$ cat config.mk
export PLATFORM = sky130hd
export DESIGN_NAME = flash_suspend_ctrl
export DESIGN_NICKNAME = d
export VERILOG_FILES = /design/src/rtl/fsusp_pkg.sv /design/src/rtl/fsusp_wait_timer.sv /design/src/rtl/fsusp_status_judge.sv /design/src/rtl/fsusp_irq_bank.sv /design/src/rtl/fsusp_sequencer.sv /design/src/rtl/flash_suspend_ctrl.sv
export SDC_FILE = /design/constraint.sdc
export NUM_CORES = 1
export LEC_CHECK = 0
export BUFFER_PORTS_ARGS = -buffer_cell sky130_fd_sc_hd__buf_2
export CAP_MARGIN = 10
export CORE_MARGIN = 2
export CORE_UTILIZATION = 50
export DETAILED_ROUTE_END_ITERATION = 10
export PLACE_DENSITY = 0.8
export SETUP_SLACK_MARGIN = 0.2
export SLEW_MARGIN = 20
export SYNTH_ARGS = -nofsm -noshare
export SYNTH_HDL_FRONTEND = slang
export SYNTH_SLANG_ARGS = --single-unit
$ cat constraint.sdc
create_clock -name clk -period 11 [get_ports clk]
set_input_delay 3.3 -clock clk [delete_from_list [all_inputs] [get_ports clk]]
set_output_delay 3.3 -clock clk [all_outputs]
set_load 0.01 [all_outputs]
$ cat src/rtl/fsusp_pkg.sv
package fsusp_pkg;

    typedef enum logic [2:0] {
        ST_IDLE    = 3'd0,
        ST_SEND_OP = 3'd1,
        ST_WAIT    = 3'd2,
        ST_POLL    = 3'd3,
        ST_EVAL    = 3'd4
    } seq_state_e;

    typedef enum logic {
        DIR_SUSPEND = 1'b0,
        DIR_RESUME  = 1'b1
    } seq_dir_e;

    localparam int IRQ_SUS_END = 0;
    localparam int IRQ_RES_END = 1;
    localparam int IRQ_NUM     = 2;

endpackage

$ cat src/rtl/fsusp_wait_timer.sv
module fsusp_wait_timer #(
    parameter int LEN_W = 18
) (
    input  logic             clk,
    input  logic             rst_n,
    input  logic             start_i,
    input  logic [LEN_W-1:0] len_i,
    output logic             last_o
);

    typedef struct packed {
        logic [LEN_W-1:0] cnt;
    } tmr_t;

    tmr_t t_d, t_q;

    always_comb begin
        t_d = t_q;
        if (start_i) begin
            t_d.cnt = len_i;
        end else if (t_q.cnt != '0) begin
            t_d.cnt = t_q.cnt - LEN_W'(1);
        end
    end

    always_ff @(posedge clk or negedge rst_n) begin
        if (!rst_n) begin
            t_q <= '0;
        end else begin
            t_q <= t_d;
        end
    end

    assign last_o = (t_q.cnt == LEN_W'(1));


    wait_count_chk: assert property (@(posedge clk) disable iff (!rst_n)
        (t_q.cnt > LEN_W'(1) && !start_i) |=> (t_q.cnt == $past(t_q.cnt) - LEN_W'(1)));

endmodule

$ cat src/rtl/fsusp_status_judge.sv
module fsusp_status_judge #(
    parameter int STAT_W  = 16,
    parameter int RETRY_W = 7
) (
    input  logic               clk,
    input  logic               rst_n,
    input  logic               clr_i,
    input  logic               eval_i,
    input  logic               dir_resume_i,
    input  logic               chk_en_i,
    input  logic               two_byte_i,
    input  logic [STAT_W-1:0]  status_i,
    input  logic [STAT_W-1:0]  mask_i,
    input  logic [RETRY_W-1:0] limit_i,
    output logic               pass_o
);

    localparam int HALF_W = STAT_W / 2;

    typedef struct packed {
        logic [RETRY_W-1:0] fails;
    } judge_t;

    judge_t j_d, j_q;

    logic [STAT_W-1:0]  stat_eff;
    logic [STAT_W-1:0]  mask_eff;
    logic [STAT_W-1:0]  ind_vec;
    logic               busy_bit;
    logic               ind_set;
    logic               ind_ok;
    logic [RETRY_W:0]   fails_next;
    logic               forced;

    always_comb begin
        if (two_byte_i) begin
            stat_eff = status_i;
            mask_eff = mask_i;
        end else begin
            stat_eff = {{(STAT_W-HALF_W){1'b0}}, status_i[HALF_W-1:0]};
            mask_eff = {{(STAT_W-HALF_W){1'b0}}, mask_i[HALF_W-1:0]};
        end
        ind_vec    = stat_eff ^ mask_eff;
        busy_bit   = stat_eff[0];
        ind_set    = |ind_vec;
        ind_ok     = dir_resume_i ? !ind_set : ind_set;
        fails_next = {1'b0, j_q.fails} + (RETRY_W+1)'(1);
        forced     = (fails_next >= {1'b0, limit_i});
        pass_o     = !busy_bit && (!chk_en_i || ind_ok || forced);
    end

    always_comb begin
        j_d = j_q;
        if (clr_i) begin
            j_d.fails = '0;
        end else if (eval_i && !busy_bit && chk_en_i && !ind_ok && !forced) begin
            j_d.fails = fails_next[RETRY_W-1:0];
        end
    end

    always_ff @(posedge clk or negedge rst_n) begin
        if (!rst_n) begin
            j_q <= '0;
        end else begin
            j_q <= j_d;
        end
    end


    busy_blocks_pass_chk: assert property (@(posedge clk) disable iff (!rst_n)
        (eval_i && status_i[0]) |-> !pass_o);

endmodule

$ cat src/rtl/fsusp_irq_bank.sv
module fsusp_irq_bank #(
    parameter int N = 2
) (
    input  logic         clk,
    input  logic         rst_n,
    input  logic [N-1:0] set_i,
    input  logic [N-1:0] clr_i,
    input  logic [N-1:0] ena_i,
    output logic [N-1:0] raw_o,
    output logic [N-1:0] st_o,
    output logic         any_o
);

    logic [N-1:0] raw_d, raw_q;

    for (genvar i = 0; i < N; i++) begin : g_src
        always_comb begin
            raw_d[i] = raw_q[i];
            if (set_i[i]) begin
                raw_d[i] = 1'b1;
            end else if (clr_i[i]) begin
                raw_d[i] = 1'b0;
            end
        end


        irq_clear_chk: assert property (@(posedge clk) disable iff (!rst_n)
            (clr_i[i] && !set_i[i]) |=> !raw_o[i]);
    end

    always_ff @(posedge clk or negedge rst_n) begin
        if (!rst_n) begin
            raw_q <= '0;
        end else begin
            raw_q <= raw_d;
        end
    end

    assign raw_o = raw_q;
    assign st_o  = raw_q & ena_i;
    assign any_o = |st_o;

endmodule

$ cat src/rtl/fsusp_sequencer.sv
module fsusp_sequencer
    import fsusp_pkg::*;
#(
    parameter int STAT_W     = 16,
    parameter int OP_W       = 8,
    parameter int WAIT_W     = 10,
    parameter int SHORT_MULT = 4,
    parameter int LONG_MULT  = 128,
    parameter int LEN_W      = 18
) (
    input  logic                clk,
    input  logic                rst_n,
    input  logic                sus_req_i,
    input  logic                auto_sus_req_i,
    input  logic                res_req_i,
    input  logic [OP_W-1:0]     sus_opcode_i,
    input  logic [OP_W-1:0]     res_opcode_i,
    input  logic [STAT_W-1:0]   poll_cmd_i,
    input  logic                poll_cmd_wide_i,
    input  logic                poll_two_byte_i,
    input  logic                sus_chk_en_i,
    input  logic                res_chk_en_i,
    input  logic                sus_wait_en_i,
    input  logic                res_wait_en_i,
    input  logic                sus_wait_long_i,
    input  logic                res_wait_long_i,
    input  logic [WAIT_W-1:0]   wait_base_i,
    input  logic                auto_resume_i,
    output logic                cmd_req_o,
    output logic [STAT_W-1:0]   cmd_code_o,
    output logic                cmd_wide_o,
    output logic [1:0]          cmd_rd_bytes_o,
    input  logic                cmd_ack_i,
    input  logic [STAT_W-1:0]   cmd_rd_data_i,
    output logic                tmr_start_o,
    output logic [LEN_W-1:0]    tmr_len_o,
    input  logic                tmr_last_i,
    output logic                judge_clr_o,
    output logic                judge_eval_o,
    output logic                judge_dir_resume_o,
    output logic                judge_chk_en_o,
    output logic [STAT_W-1:0]   judge_status_o,
    input  logic                judge_pass_i,
    output logic [IRQ_NUM-1:0]  irq_set_o,
    output logic                suspended_o
);

    localparam int BYTE_W = STAT_W / 2;

    typedef struct packed {
        seq_state_e          state;
        seq_dir_e            dir;
        logic                pend_sus;
        logic                pend_res;
        logic                suspended;
        logic [STAT_W-1:0]   status;
    } seq_t;

    seq_t s_d, s_q;

    logic             wait_en;
    logic             wait_long;
    logic [LEN_W-1:0] wait_mult;
    logic [LEN_W-1:0] wait_len;
    logic             launch;

    // wait length for the direction being run
    always_comb begin
        wait_en   = (s_q.dir == DIR_RESUME) ? res_wait_en_i   : sus_wait_en_i;
        wait_long = (s_q.dir == DIR_RESUME) ? res_wait_long_i : sus_wait_long_i;
        wait_mult = wait_long ? LEN_W'(LONG_MULT) : LEN_W'(SHORT_MULT);
        wait_len  = wait_en ? (LEN_W'(wait_base_i) * wait_mult) : '0;
    end

    // command port drive
    always_comb begin
        cmd_req_o      = 1'b0;
        cmd_code_o     = '0;
        cmd_wide_o     = 1'b0;
        cmd_rd_bytes_o = 2'd0;
        unique case (s_q.state)
            ST_SEND_OP: begin
                cmd_req_o  = 1'b1;
                cmd_code_o = (s_q.dir == DIR_RESUME)
                           ? {{(STAT_W-OP_W){1'b0}}, res_opcode_i}
                           : {{(STAT_W-OP_W){1'b0}}, sus_opcode_i};
            end
            ST_POLL: begin
                cmd_req_o      = 1'b1;
                cmd_wide_o     = poll_cmd_wide_i;
                cmd_code_o     = poll_cmd_wide_i
                               ? poll_cmd_i
                               : {{(STAT_W-BYTE_W){1'b0}}, poll_cmd_i[BYTE_W-1:0]};
                cmd_rd_bytes_o = poll_two_byte_i ? 2'd2 : 2'd1;
            end
            default: ;
        endcase
    end

    // next-state computation
    always_comb begin
        s_d         = s_q;
        launch      = 1'b0;
        tmr_start_o = 1'b0;
        irq_set_o   = '0;

        unique case (s_q.state)
            ST_IDLE: begin
                if (s_q.pend_sus) begin
                    launch    = 1'b1;
                    s_d.state = ST_SEND_OP;
                    s_d.dir   = DIR_SUSPEND;
                end else if (s_q.pend_res) begin
                    launch    = 1'b1;
                    s_d.state = ST_SEND_OP;
                    s_d.dir   = DIR_RESUME;
                end
            end
            ST_SEND_OP: begin
                if (cmd_ack_i) begin
                    if (wait_len != '0) begin
                        tmr_start_o = 1'b1;
                        s_d.state   = ST_WAIT;
                    end else begin
                        s_d.state   = ST_POLL;
                    end
                end
            end
            ST_WAIT: begin
                if (tmr_last_i) begin
                    s_d.state = ST_POLL;
                end
            end
            ST_POLL: begin
                if (cmd_ack_i) begin
                    s_d.status = cmd_rd_data_i;
                    s_d.state  = ST_EVAL;
                end
            end
            ST_EVAL: begin
                if (!judge_pass_i) begin
                    s_d.state = ST_POLL;
                end else if (s_q.dir == DIR_SUSPEND) begin
                    s_d.suspended          = 1'b1;
                    irq_set_o[IRQ_SUS_END] = 1'b1;
                    if (auto_resume_i) begin
                        s_d.state = ST_SEND_OP;
                        s_d.dir   = DIR_RESUME;
                    end else begin
                        s_d.state = ST_IDLE;
                    end
                end else begin
                    s_d.suspended          = 1'b0;
                    irq_set_o[IRQ_RES_END] = 1'b1;
                    s_d.state              = ST_IDLE;
                end
            end
            default: s_d.state = ST_IDLE;
        endcase

        // pending requests: cleared by a launch, new pulses are kept
        if (launch && s_d.dir == DIR_SUSPEND) begin
            s_d.pend_sus = 1'b0;
        end
        if (launch && s_d.dir == DIR_RESUME) begin
            s_d.pend_res = 1'b0;
        end
        s_d.pend_sus = s_d.pend_sus | sus_req_i | auto_sus_req_i;
        s_d.pend_res = s_d.pend_res | res_req_i;
    end

    always_ff @(posedge clk or negedge rst_n) begin
        if (!rst_n) begin
            s_q <= '{state: ST_IDLE, dir: DIR_SUSPEND, pend_sus: 1'b0,
                     pend_res: 1'b0, suspended: 1'b0, status: '0};
        end else begin
            s_q <= s_d;
        end
    end

    assign tmr_len_o          = wait_len;
    assign judge_clr_o        = (s_q.state == ST_SEND_OP);
    assign judge_eval_o       = (s_q.state == ST_EVAL);
    assign judge_dir_resume_o = (s_q.dir == DIR_RESUME);
    assign judge_chk_en_o     = (s_q.dir == DIR_RESUME) ? res_chk_en_i : sus_chk_en_i;
    assign judge_status_o     = s_q.status;
    assign suspended_o        = s_q.suspended;


    cmd_hold_chk: assert property (@(posedge clk) disable iff (!rst_n)
        (cmd_req_o && !cmd_ack_i) |=> (cmd_req_o && $stable(cmd_code_o)));


    repoll_chk: assert property (@(posedge clk) disable iff (!rst_n)
        (s_q.state == ST_EVAL && !judge_pass_i) |=> (s_q.state == ST_POLL));


    sus_first_chk: assert property (@(posedge clk) disable iff (!rst_n)
        (s_q.state == ST_IDLE && s_q.pend_sus) |=>
        (s_q.state == ST_SEND_OP && s_q.dir == DIR_SUSPEND));


    sus_flag_chk: assert property (@(posedge clk) disable iff (!rst_n)
        (s_q.state == ST_EVAL && judge_pass_i && s_q.dir == DIR_SUSPEND) |=> suspended_o);

endmodule

$ cat src/rtl/flash_suspend_ctrl.sv
module flash_suspend_ctrl
    import fsusp_pkg::*;
#(
    parameter int STAT_W     = 16,
    parameter int OP_W       = 8,
    parameter int WAIT_W     = 10,
    parameter int RETRY_W    = 7,
    parameter int SHORT_MULT = 4,
    parameter int LONG_MULT  = 128
) (
    input  logic                clk,
    input  logic                rst_n,
    input  logic                sus_req_i,
    input  logic                auto_sus_req_i,
    input  logic                res_req_i,
    input  logic [OP_W-1:0]     sus_opcode_i,
    input  logic [OP_W-1:0]     res_opcode_i,
    input  logic [STAT_W-1:0]   poll_cmd_i,
    input  logic                poll_cmd_wide_i,
    input  logic                poll_two_byte_i,
    input  logic [STAT_W-1:0]   sus_mask_i,
    input  logic                sus_chk_en_i,
    input  logic                res_chk_en_i,
    input  logic [RETRY_W-1:0]  retry_limit_i,
    input  logic                sus_wait_en_i,
    input  logic                res_wait_en_i,
    input  logic                sus_wait_long_i,
    input  logic                res_wait_long_i,
    input  logic [WAIT_W-1:0]   wait_base_i,
    input  logic                auto_resume_i,
    output logic                cmd_req_o,
    output logic [STAT_W-1:0]   cmd_code_o,
    output logic                cmd_wide_o,
    output logic [1:0]          cmd_rd_bytes_o,
    input  logic                cmd_ack_i,
    input  logic [STAT_W-1:0]   cmd_rd_data_i,
    input  logic [IRQ_NUM-1:0]  irq_ena_i,
    input  logic [IRQ_NUM-1:0]  irq_clr_i,
    output logic [IRQ_NUM-1:0]  irq_raw_o,
    output logic [IRQ_NUM-1:0]  irq_st_o,
    output logic                irq_o,
    output logic                suspended_o
);

    localparam int LEN_W = WAIT_W + $clog2(LONG_MULT) + 1;

    logic               tmr_start;
    logic [LEN_W-1:0]   tmr_len;
    logic               tmr_last;
    logic               judge_clr;
    logic               judge_eval;
    logic               judge_dir_resume;
    logic               judge_chk_en;
    logic [STAT_W-1:0]  judge_status;
    logic               judge_pass;
    logic [IRQ_NUM-1:0] irq_set;

    fsusp_sequencer #(
        .STAT_W     (STAT_W),
        .OP_W       (OP_W),
        .WAIT_W     (WAIT_W),
        .SHORT_MULT (SHORT_MULT),
        .LONG_MULT  (LONG_MULT),
        .LEN_W      (LEN_W)
    ) u_seq (
        .clk                (clk),
        .rst_n              (rst_n),
        .sus_req_i          (sus_req_i),
        .auto_sus_req_i     (auto_sus_req_i),
        .res_req_i          (res_req_i),
        .sus_opcode_i       (sus_opcode_i),
        .res_opcode_i       (res_opcode_i),
        .poll_cmd_i         (poll_cmd_i),
        .poll_cmd_wide_i    (poll_cmd_wide_i),
        .poll_two_byte_i    (poll_two_byte_i),
        .sus_chk_en_i       (sus_chk_en_i),
        .res_chk_en_i       (res_chk_en_i),
        .sus_wait_en_i      (sus_wait_en_i),
        .res_wait_en_i      (res_wait_en_i),
        .sus_wait_long_i    (sus_wait_long_i),
        .res_wait_long_i    (res_wait_long_i),
        .wait_base_i        (wait_base_i),
        .auto_resume_i      (auto_resume_i),
        .cmd_req_o          (cmd_req_o),
        .cmd_code_o         (cmd_code_o),
        .cmd_wide_o         (cmd_wide_o),
        .cmd_rd_bytes_o     (cmd_rd_bytes_o),
        .cmd_ack_i          (cmd_ack_i),
        .cmd_rd_data_i      (cmd_rd_data_i),
        .tmr_start_o        (tmr_start),
        .tmr_len_o          (tmr_len),
        .tmr_last_i         (tmr_last),
        .judge_clr_o        (judge_clr),
        .judge_eval_o       (judge_eval),
        .judge_dir_resume_o (judge_dir_resume),
        .judge_chk_en_o     (judge_chk_en),
        .judge_status_o     (judge_status),
        .judge_pass_i       (judge_pass),
        .irq_set_o          (irq_set),
        .suspended_o        (suspended_o)
    );

    fsusp_wait_timer #(
        .LEN_W (LEN_W)
    ) u_timer (
        .clk     (clk),
        .rst_n   (rst_n),
        .start_i (tmr_start),
        .len_i   (tmr_len),
        .last_o  (tmr_last)
    );

    fsusp_status_judge #(
        .STAT_W  (STAT_W),
        .RETRY_W (RETRY_W)
    ) u_judge (
        .clk          (clk),
        .rst_n        (rst_n),
        .clr_i        (judge_clr),
        .eval_i       (judge_eval),
        .dir_resume_i (judge_dir_resume),
        .chk_en_i     (judge_chk_en),
        .two_byte_i   (poll_two_byte_i),
        .status_i     (judge_status),
        .mask_i       (sus_mask_i),
        .limit_i      (retry_limit_i),
        .pass_o       (judge_pass)
    );

    fsusp_irq_bank #(
        .N (IRQ_NUM)
    ) u_irq (
        .clk   (clk),
        .rst_n (rst_n),
        .set_i (irq_set),
        .clr_i (irq_clr_i),
        .ena_i (irq_ena_i),
        .raw_o (irq_raw_o),
        .st_o  (irq_st_o),
        .any_o (irq_o)
    );

endmodule

### Word-level counts from Yosys, hierarchy flattened

Cells that the tools add are included.

* bits in registers: 50

* add/subtract/negate cells: 2
* multipliers: 1
* $lt $le $gt $ge: 1
* equal/unequal tests: 9
* multiplexer cells: 49
* bitwise operators: 6
* reduce and logical (&&, ||, !) cells: 27

Operator list (count)
* 2-to-1 mux 18 bit: 3
* 2-to-1 mux 16 bit: 3
* nonzero test 18 bit: 2
* one-hot mux 16 bit (2 select lines): 1
* 2-to-1 mux 1 bit: 25
* == test 18 x 1 -> 1 bit (second input constant): 1
* multiplier 10 x 18 -> 18 bit: 1
* subtractor 18 x 1 -> 18 bit (second input constant): 1
* 2-to-1 mux 8 bit: 2
* OR reduction 16 bit: 1
* XOR 16 bit: 1
* 2-to-1 mux 3 bit: 5
* one-hot mux 3 bit (5 select lines): 1
* 2-to-1 mux 7 bit: 2
* adder 7 x 1 -> 8 bit (second input constant): 1
* greater-or-equal comparator 8 x 7 -> 1 bit: 1
* 2-to-1 mux 2 bit: 4
* 2-to-1 mux 4 bit: 2
* nonzero test 2 bit: 4
* logical AND 1 bit: 7
* == test 3 x 2 -> 1 bit (second input constant): 2
* inequality test 2 bit (second input constant): 3
* zero test 1 bit: 5
* AND reduction 2 bit: 2
* other kinds (11): 15

### Longest topological paths before layout

Gate-level depths: netlist (run 1).

* depth after elaboration: 15
* gate-level depth with buffers: 18
* mapped depth without buffers: 14

### Cells and area by module

From an unflattened synthesis (run 1), not the netlist that was laid out.

* cells, all modules: 475
* area, all modules: 4190.3 um^2

By module, submodules not included
* fsusp_sequencer: instances 1, cells each 221, area each 2040.7 um^2, seq. area each 575.6 um^2
* fsusp_wait_timer: instances 1, cells each 128, area each 1107.3 um^2, seq. area each 450.4 um^2
* fsusp_status_judge: instances 1, cells each 117, area each 947.2 um^2, seq. area each 175.2 um^2
* fsusp_irq_bank: instances 1, cells each 9, area each 95.1 um^2, seq. area each 50.0 um^2

### Worst setup path before layout (run 1)

No wires, ideal clock.

* path type: in2out
* start point: input poll_cmd_wide_i
* end point: output cmd_code_o[10]
* arrival time: 3.877 ns
* data required time: 7.700 ns
* path slack: 3.823 ns
* stages on the path: 3
* path buffers: 1
* cells stage by stage: and3_1 > clkbuf_1 > and2_1

* cells in the longest elaborated chain, start to end: 2

Ends and longest elaborated chain
* from (decl): line flash_suspend_ctrl.sv:19 `input logic poll_cmd_wide_i,`
* 2-to-1 mux 16 bit: line fsusp_sequencer.sv:92 `? poll_cmd_i`
* one-hot mux 16 bit (2 select lines): line fsusp_sequencer.sv:81 `unique case (s_q.state)`
* to (decl): line flash_suspend_ctrl.sv:32 `output logic [STAT_W-1:0] cmd_code_o,`

Every way passes these cells.

### Worst setup path in the final report (run 1)

* start point: input res_opcode_i[1]
* end point: output cmd_code_o[1]

* cells in the longest elaborated chain, start to end: 2

Ends and longest elaborated chain
* from (decl): line flash_suspend_ctrl.sv:17 `input logic [OP_W-1:0] res_opcode_i,`
* 2-to-1 mux 8 bit: line fsusp_sequencer.sv:85 `? {{(STAT_W-OP_W){1'b0}}, res_opcode_i}`
* one-hot mux 16 bit (2 select lines): line fsusp_sequencer.sv:81

Every way passes these cells.

==> results of run 1 <==
report_power, final:
group          internal (uW)  total, uW  leakage [uW]  switching, uW
clock network           67.0        128     0.0000579           60.8
registers                254        344      0.000619           89.8
logic                    219        433       0.00157            214
how the worst min path moves through the flow:
stage                          endpoint  slack (ns)  cells past startpoint
3_3_place_gp    u_seq.judge_status_o[4]        0.51                      1
2_1_floorplan   u_seq.judge_status_o[1]        0.50                      1
6_report       u_seq.judge_status_o[11]        0.53                      1
4_1_cts        u_seq.judge_status_o[15]        0.54                      1
3_5_place_dp   u_seq.judge_status_o[15]        0.52                      1
5_1_grt         u_seq.judge_status_o[1]        0.55                      1
cells in the final DEF, fill, tap and decap left out, types with 4 or more instances in the layout:
master	netlist	layout
nand4_1	5	5
mux2_2	30	30
xor2_1	15	15
o31ai_2	6	6
nor4_1	8	8
o31ai_1	4	4
xnor2_1	22	22
or2_2	4	4
nand2_1	20	20
and2_1	12	12
ha_1	24	24
o21ai_0	10	10
nor3_1	7	7
nor2_1	41	41
nand3_1	15	15
buf_2	4	125
dfrtp_1	50	50
inv_1	22	22
conb_1	1	5
nor2b_1	12	12
nand2b_1	7	7
o22ai_1	4	4
and3_1	5	5
mux2i_1	12	12
clkbuf_8	0	5
a21oi_1	20	20
a211oi_1	4	4
registers in the layout, summed over array words and instances (netlist names):
| signal | cells |
|---|---|
| u_seq.s_q | 5 |
| u_seq.judge_status_o | 16 |
| u_judge.j_q | 7 |
| u_seq.judge_dir_resume_o | 1 |
| u_seq.suspended_o | 1 |
| u_timer.t_q | 18 |
| u_irq.raw_o | 2 |
synthesized netlist by cell type (all sizes together) (2+ instances only):
cell	number	area share, %
dfrtp	50	33
nor2	41	4.1
mux2	30	9.0
ha	24	8.0
inv	22	2.2
xnor2	22	5.2
a21oi	20	2.7
nand2	20	2.0
nand3	15	2.0
xor2	15	3.5
and2	12	2.0
mux2i	12	3.2
nor2b	12	2.0
o31ai	11	3.4
o21ai	10	1.3
buf	8	1.4
nor4	8	1.3
nand2b	7	1.2
nor3	7	0.94
clkbuf	6	0.60
and3	5	0.84
nand4	5	0.84
a211oi	4	0.80
o22ai	4	0.67
or2	4	0.67
nand3b	3	0.60
o32ai	3	0.70
a21o	2	0.40
a31o	2	0.47
o31a	2	0.47
worst register-to-register path, delay by kind of cell, from the launching register on:
family / cells / cell delay, ns
adder cells (fa/ha/maj): 3 / 0.98
flip-flops: 1 / 0.93
multiplexers: 1 / 0.92
AO/OA/AOI/OAI: 4 / 0.85
AND/OR/NAND/NOR: 3 / 0.62
buffers and inverters: 1 / 0.24
XOR/XNOR: 1 / 0.18
per-stage QoR:
step	utilization (%)	setup slack, ns
final	62.8	3.74
after floorplan	-	3.82
after CTS	62.8	3.73
after detailed placement	61.3	3.74
after global routing	62.8	3.65
after global placement	61.3	3.76
logic make-up after synthesis:
family / Yosys count / share of synthesized area [%]
AOI/OAI and AO/OA: 67 / 13.2
xor gates and xnor gates: 37 / 8.67
adders and majority gates: 25 / 8.57
buffers and inverters: 36 / 4.25
DFF: 50 / 33.5
muxes: 42 / 12.3
other: 1 / 0.100
and+or+nand+nor: 143 / 19.5
routing by layer:
metal  wire [um]  part of all wire [%]  up-vias  global-route usage [%]
met5           0                     0        -                       0
met4          68                  0.78        0                    6.03
met3         277                   3.2       10                    4.17
met2        4700                    54       65                    41.8
met1        3700                    42     1588                    26.5
li1            -                     -     1661                       -
layout make-up:
class                      instances  area share, %
sequential                        50           27.5
clock inverter                     3          0.879
tap                               99           2.72
inverter                          22           1.81
multi-input combinational        319           51.4
clock buffer                       5           1.51
timing repair buffer             128           14.2
==> flow_metrics.py, run 1 <==
metrics = {
    "die": {
        "start_util_pct": 51.5,
        "die_w_um": 90.5,
        "die_area_um2": 8180,
        "die_y_um": 90.5,
        "coreArea_um2": 7250,
        "std_cell_rows": 31,
        "io_pins": 126,
    },
    "critical_path": {
        "reg2regPathDepth": 13,
        "required_ns": 7.70,
        "cp-start-kind": "primary input",
        "worst_setup_path_end_kind": "primary output",
        "cpMaxStageDelayCell": "mux2i_1",
        "path_depth": 6,
        "crit_type": "in2out",
        "rrSetupSlack_ns": 6.19,
        "r2r-start": "u_seq.judge_dir_resume_o",
        "path_delay_family": "buffers and inverters",
        "worstPathArrival_ns": 3.96,
        "path_cells": "buf_2, mux2i_1, nor2_1, a21oi_1, nor2_1, buf_2",
        "cp_max_fo": 1,
        "crit_path_start": "res_opcode_i[1]",
        "path_buf_inv": 2,
        "endpoint": "cmd_code_o[1]",
        "reg2reg_to": "u_timer.t_q[15]",
        "slowest_delay_ns": 0.15,
    },
    "timing": {
        "clock_skew_ns": 0.00955,
        "setup-violations-final": 0,
        "worst_slew_pin_slew_ns": 1.00,
        "rsz0062_at_grt": "no",
        "slew_violations": 0,
        "layout_min_cycle_time_ns": 7.26,
        "min_period_over_period_pct": 66.0,
        "slew_headroom_pct": 31.3,
        "hold_slack_ns": 0.534,
        "setup_tns_ns": 0,
        "hold_viol": 0,
        "max_freq_mhz": 138,
    },
    "logic_synthesis": {
        "synth_edf_count": 0,
        "syn_inst": 401,
        "yosysWarnings": 0,
        "synth.cell_area_um2": 3740,
        "async_flop_share_pct": 100,
        "synth_ff_type": "dfrtp_1",
        "yosys.cell_types.count": 50,
        "synth-seq-cells": 50,
        "ys_seq_area_share_pct": 33.5,
        "syn_area_per_cell_um2": 9.32,
    },
    "clocking": {
        "cts.clk_slew.worst_paths_ns": 0.09,
        "cts_resized": 0,
        "cts_buffer_depth": 2,
        "cts_hold_buf": 0,
        "h-tree-depth": 2,
        "cts.sinks": 50,
        "cts-root-buf": "clkbuf_8",
        "cts_setup_buffers": 0,
        "tritoncts": "built",
        "cts_buffers": 5,
        "clkLatencyLatePin_ns": 0.30,
    },
    "power_and_ir_drop": {
        "p_per_area_nw_per_um2": 199,
        "vdd_drop_max_mv": 0.128,
        "p_leak_uw": 0.00225,
        "p_total_uw": 905,
    },
    "global_route": {
        "grt_pass1_wl_um": 15300,
        "grt_usage_pct": 22.5,
        "grt_overflow": 0,
        "grt_max_degree": 51,
        "antenna_found_initial": 0,
        "grt_pass1_vias": 3459,
    },
    "layout": {
        "finalInstanceArea_um2": 4560,
        "final_layout_size_suffix_gt1_share_pct": 34.3,
        "multiInputGateArea_um2": 2340,
        "antenna_cells": 0,
        "nNetsFinal": 651,
        "fillers": 624,
        "final_cells": 626,
        "area_delta_synth_final_pct": 21.9,
        "seqCellArea_um2": 1250,
    },
    "place": {
        "place_congestion": 0.838,
        "dpl-instance-area_um2": 4450,
        "dp_cells": 618,
        "hpwl_um": 7100,
        "io_buffers": 125,
    },
    "routing": {
        "first_pass_iters": 4,
        "drt_wl_total_um": 8740,
        "vias": 3324,
        "drtIter0Drc": 186,
        "ant_nets": 0,
        "viasPerCell": 5.31,
        "wl_per_cell_um": 14.0,
        "drc": 0,
    },
    "min_path": {
        "hold_path_class": "reg2reg",
        "min-delay-start": "u_seq.judge_status_o[11]",
    },
    "status": {
        "outcome": "completed",
    },
    "job": {
        "maxCapViolations": 0,
    },
}
Power figures use the tool's default switching activity.
==> run 2, diff against run 1 <==
--- a/config.mk
+++ b/config.mk
@@ -8,9 +8,9 @@
 export BUFFER_PORTS_ARGS = -buffer_cell sky130_fd_sc_hd__buf_2
 export CAP_MARGIN = 10
 export CORE_MARGIN = 2
-export CORE_UTILIZATION = 50
+export CORE_UTILIZATION = 46
 export DETAILED_ROUTE_END_ITERATION = 10
-export PLACE_DENSITY = 0.8
+export PLACE_DENSITY = 0.78
 export SETUP_SLACK_MARGIN = 0.2
 export SLEW_MARGIN = 20
 export SYNTH_ARGS = -nofsm -noshare
==> constraint.sdc (replaced) <==
create_clock -name clk -period 6.2 [get_ports clk]
set_input_delay 1.86 -clock clk [delete_from_list [all_inputs] [get_ports clk]]
set_output_delay 1.86 -clock clk [all_outputs]
set_load 0.01 [all_outputs]
==> run 2 against run 1 <==
Via count increased by 0.24%; wire length increased by 6.9%; combinational power increased by 85%; critical path depth increased by 9; register-to-register slack got worse by 3.7 ns; first-iteration DRC count decreased by 15%; critical path type is now in2reg; largest cell class unchanged.
==> flow_metrics.py, run 2 (synthesis results as in run 1) <==
metrics = {
    "layout": {
        "top_register": "u_timer.t_q",
        "area_delta_synth_final_pct": 22.5,
        "final_common_cell": "buf_2",
        "largest_reg_flops": 18,
        "nNetsFinal": 653,
        "layout_common_cells": "buf_2 (125), dfrtp_1 (50), nor2_1 (41)",
        "fillers": 689,
        "antenna_cells": 0,
        "finalInstanceArea_um2": 4580,
        "final_util_pct": 58.6,
        "final_layout_size_suffix_gt1_share_pct": 34.4,
    },
    "critical_path": {
        "worstPathArrival_ns": 5.08,
        "path_delay_family": "compound AO/OA/AOI/OAI gates",
        "worst_setup_path_end_kind": "register",
        "crit_type": "in2reg",
        "cpMaxStageDelayCell": "mux2_2",
        "cp-start-kind": "primary input",
        "required_ns": 6.42,
        "cp_max_fo": 29,
        "path_cells": "buf_2, mux2i_1, buf_4, mux2_2, ha_1, ha_1, inv_1, fa_1, nand4b_1, a221o_1, o31ai_4, a41oi_2, buf_4, or2_2, o22ai_1",
        "slowest_delay_ns": 0.36,
        "path_buf_inv": 4,
    },
    "global_route": {
        "grt_usage_pct": 21.3,
        "grt_pass1_wl_um": 15100,
        "antenna_found_initial": 0,
        "grt_overflow": 0,
        "grt_max_degree": 51,
        "grt_pass1_vias": 3290,
    },
    "die": {
        "io_pins": 126,
        "std_cell_rows": 32,
        "coreArea_um2": 7810,
        "die_y_um": 94.1,
        "start_util_pct": 47.9,
        "die_w_um": 94.1,
        "die_area_um2": 8860,
    },
    "clocking": {
        "tritoncts": "built",
        "cts_setup_buffers": 0,
        "cts_buffers": 5,
        "clkLatencyLatePin_ns": 0.30,
        "h-tree-depth": 2,
        "cts.sinks": 50,
        "cts_buffer_depth": 2,
        "cts_resized": 0,
        "cts-root-buf": "clkbuf_8",
        "cts_hold_buf": 0,
        "cts.clk_slew.worst_paths_ns": 0.10,
    },
    "timing": {
        "setup_tns_ns": 0,
        "layout_min_cycle_time_ns": 4.86,
        "slew_headroom_pct": 45.9,
        "setup-violations-final": 0,
        "hold_viol": 0,
        "setup_ws_ns": 1.34,
        "max_freq_mhz": 206,
        "rsz0062_at_grt": "no",
        "clock_skew_ns": 0.00673,
        "min_period_over_period_pct": 78.3,
        "slew_violations": 0,
        "worst_slew_pin_slew_ns": 0.809,
    },
    "routing": {
        "drtIter0Drc": 158,
        "ant_nets": 0,
        "viasPerCell": 5.28,
        "drt_wl_total_um": 9340,
        "wl_per_cell_um": 14.8,
        "drc": 0,
        "vias": 3332,
        "first_pass_iters": 4,
    },
    "power_and_ir_drop": {
        "switchingPower_uw": 657,
        "swShare_pct": 40.5,
        "p_int_uw": 966,
        "p_seq_share_pct": 36.5,
        "power_frac_clock_pct": 14.1,
        "vdd_drop_max_mv": 0.250,
        "p_leak_uw": 0.00225,
        "power_frac_comb_pct": 49.4,
        "p_per_area_nw_per_um2": 355,
    },
    "min_path": {
        "hold_path_class": "reg2reg",
    },
    "job": {
        "maxCapViolations": 0,
    },
    "place": {
        "dp_slack_ns": 1.00,
        "io_buffers": 125,
        "place_congestion": 0.889,
        "hpwl_um": 7390,
        "dpl-instance-area_um2": 4470,
    },
    "status": {
        "outcome": "completed",
    },
}
-- run 2: cell type report --
class / instances / area (um^2) / area share [%]
clock inverter: 2 / 37.5 / 0.820
clock buffer: 6 / 72.6 / 1.59
timing repair buffer: 130 / 663 / 14.5
sequential: 50 / 1250 / 27.3
tap: 102 / 128 / 2.79
inverter: 22 / 82.6 / 1.80
multi-input combinational: 319 / 2340 / 51.2
-- run 2: per-stage QoR --
stage	total power, uW	std cells	hold slack [ns]
floorplan	1180	405	0.500
global placement	1360	623	0.508
detailed placement	1390	623	0.516
CTS	1630	631	0.538
global route	1760	631	0.543
finish	1620	631	0.535
-- run 2: path summary, 6_finish.rpt --
check,start,endpoint,slack (ns),cells past startpoint
worst min-delay path,u_seq.judge_status_o[14],u_seq.judge_status_o[14],0.53,1
worst min register to register,u_seq.judge_status_o[14],u_seq.judge_status_o[14],0.53,1
min in group asynchronous,rst_n,u_timer.t_q[14],1.67,2
max in group asynchronous,rst_n,u_seq.judge_status_o[12],4.09,2
worst max register to register,u_seq.judge_dir_resume_o,u_timer.t_q[17],2.54,14
worst max-delay path,res_wait_long_i,u_timer.t_q[17],1.34,15
-- run 2: power by group through the flow --
stage	clock network [uW]	registers, uW	logic (uW)
floorplan	0	543	638
detailed placement	0	594	799
CTS	238	590	803
global placement	0	587	773
global route	249	610	902
finish	230	592	802
-- run 2: per-layer routing --
| layer | global-route usage (%) | up-vias | wire [um] |
|---|---|---|---|
| met5 | 0 | - | 0 |
| met4 | 5.43 | 0 | 108 |
| met3 | 3.05 | 10 | 440 |
| met2 | 36.7 | 84 | 4830 |
| met1 | 28.2 | 1573 | 3960 |
| li1 | - | 1665 | - |
==> run 3, diff against run 2 <==
==> constraint.sdc (replaced) <==
create_clock -name clk -period 4.3 [get_ports clk]
set_input_delay 1.29 -clock clk [delete_from_list [all_inputs] [get_ports clk]]
set_output_delay 1.29 -clock clk [all_outputs]
set_load 0.01 [all_outputs]
==> run 3 against run 2 <==
Non-clock buffer count rose by 6; sequential power rose by 45%; sequential share of layout area fell by 1.1 points; clock power rose by 19%; register-to-register slack got worse by 1.7 ns; first-iteration DRC count rose by 0.63%; design area rose by 4.1%; critical path depth fell by 1; sequential cell count did not move; wire length rose by 3.2%; combinational power rose by 60%; final cell count rose by 0.95%; critical path type unchanged.
==> flow_metrics.py, run 3 (synthesis results as in run 1) <==
metrics = {
    "timing": {
        "worst_slew_pin_slew_ns": 0.807,
        "hold_viol": 0,
        "setup-violations-final": 0,
        "rsz0062_at_grt": "no",
        "slew_headroom_pct": 46.1,
        "layout_min_cycle_time_ns": 4.05,
        "max_freq_mhz": 247,
        "setup_ws_ns": 0.255,
        "clock_skew_ns": 0.00532,
        "hold_slack_ns": 0.535,
        "min_period_over_period_pct": 94.1,
        "slew_violations": 0,
    },
    "power_and_ir_drop": {
        "switchingPower_uw": 1000,
        "p_int_uw": 1410,
        "vdd_drop_max_mv": 0.259,
        "p_total_uw": 2420,
        "swShare_pct": 41.5,
        "power_frac_clock_pct": 11.3,
        "power_frac_comb_pct": 53.2,
        "p_per_area_nw_per_um2": 507,
        "p_seq_share_pct": 35.5,
        "p_leak_uw": 0.00231,
    },
    "place": {
        "io_buffers": 125,
        "place_congestion": 0.888,
        "dp_cells": 624,
        "dp_slack_ns": -0.0407,
        "hpwl_um": 7450,
    },
    "die": {
        "die_area_um2": 8860,
        "die_w_um": 94.1,
        "start_util_pct": 47.9,
        "std_cell_rows": 32,
        "coreArea_um2": 7810,
        "die_y_um": 94.1,
        "io_pins": 126,
    },
    "critical_path": {
        "worstPathArrival_ns": 4.24,
        "crit_path_start": "sus_wait_long_i",
        "reg2reg_to": "u_timer.t_q[6]",
        "rrSetupSlack_ns": 0.83,
        "worst_setup_path_end_kind": "register",
        "cp_max_fo": 14,
        "cp-start-kind": "primary input",
        "reg2regPathDepth": 13,
        "r2r-start": "u_seq.judge_dir_resume_o",
        "required_ns": 4.49,
        "crit_type": "in2reg",
    },
    "layout": {
        "final_cells": 637,
        "nNetsFinal": 659,
        "antenna_cells": 0,
        "area_delta_synth_final_pct": 27.5,
        "top_register": "u_timer.t_q",
        "layout_common_cells": "buf_2 (125), dfrtp_1 (50), nor2_1 (41)",
        "final_common_cell": "buf_2",
        "largest_reg_flops": 18,
        "final_layout_size_suffix_gt1_share_pct": 37.4,
    },
    "min_path": {
        "min_path_cells": 1,
        "hold_end": "u_seq.judge_status_o[11]",
        "min-delay-start": "u_seq.judge_status_o[11]",
        "hold_path_class": "reg2reg",
    },
    "global_route": {
        "grt_usage_pct": 21.6,
        "grt_max_degree": 29,
        "grt_pass1_wl_um": 15200,
        "antenna_found_initial": 0,
        "grt_overflow": 0,
        "grt_pass1_vias": 3342,
    },
    "clocking": {
        "clkLatencyLatePin_ns": 0.31,
        "cts.sinks": 50,
        "cts_hold_buf": 0,
        "tritoncts": "built",
        "cts_buffer_depth": 2,
        "cts.clk_slew.worst_paths_ns": 0.09,
        "cts-root-buf": "clkbuf_8",
        "cts_buffers": 5,
        "h-tree-depth": 2,
    },
    "job": {
        "maxCapViolations": 0,
    },
    "routing": {
        "wl_per_cell_um": 15.1,
        "ant_nets": 0,
        "first_pass_iters": 4,
        "vias": 3394,
        "drc": 0,
        "drt_wl_total_um": 9640,
        "drtIter0Drc": 159,
        "viasPerCell": 5.33,
    },
    "status": {
        "outcome": "completed",
    },
}
-- run 3: cell types whose count changed in the layout (fill, tap and decap cells not counted), sizes merged --
cell	change
buf	+4
bufinv	-1
clkbuf	+2
clkinv	+2
clkinvlp	-1
-- run 3: worst max path at each step --
stage	endpoint	depth (start not counted)
2_1_floorplan	u_timer.t_q[12]	15
3_3_place_gp	u_timer.t_q[7]	14
3_5_place_dp	u_timer.t_q[15]	13
4_1_cts	u_timer.t_q[15]	13
5_1_grt	u_timer.t_q[6]	14
6_report	u_timer.t_q[6]	14
-- run 3: layout make-up --
type                    instances  area (um^2)
clock buffers                   6         72.6
clock inverters                 2         13.8
fillers                       701         3040
inverters                      22         82.6
multi-input cells             319         2460
flip-flops and latches         50         1250
well taps                     102          128
repair buffers                136          756
-- run 3: power groups by stage --
stage	clock, uW	combinational (uW)	sequential, uW
final	274	1280	858
after global routing	300	1440	884
after CTS	282	1180	852
after detailed placement	0	1170	859
after global placement	0	1130	850
after floorplan	0	931	783
-- run 3: timing repair --
action,CTS,global route
endpoints found under the hold margin,0,0
gates resized for setup,0,15
setup buffers,0,3
endpoints found under the setup margin,0,10
-- run 3: metrics by stage --
step           setup TNS (ns)  util, %  cell area (um^2)
5_1_grt                     0     61.0              4760
3_5_place_dp          -0.0925     57.6              4500
2_1_floorplan               0        -              3770
6_report                    0     61.0              4760
4_1_cts                     0     58.7              4590
3_3_place_gp                0     57.6              4500
-- run 3: worst max-delay path, cell delays in order --
cell and delay [ns]:
buf_2 0.12, mux2i_4 0.26, mux2_4 0.33, ha_1 0.33
ha_4 0.25, inv_2 0.05, fa_1 0.18, nand4b_1 0.10
a221o_1 0.31, o31ai_4 0.31, a41oi_4 0.23, clkbuf_16 0.23
nand3_1 0.13, o31ai_4 0.09
-- run 3: routing by layer --
metal,up-vias,GRT usage [%],routed length (um)
li1,1672,-,-
met1,1606,27.8,4060
met2,101,36.5,4910
met3,15,4.09,488
met4,0,6.64,182
met5,-,0,0
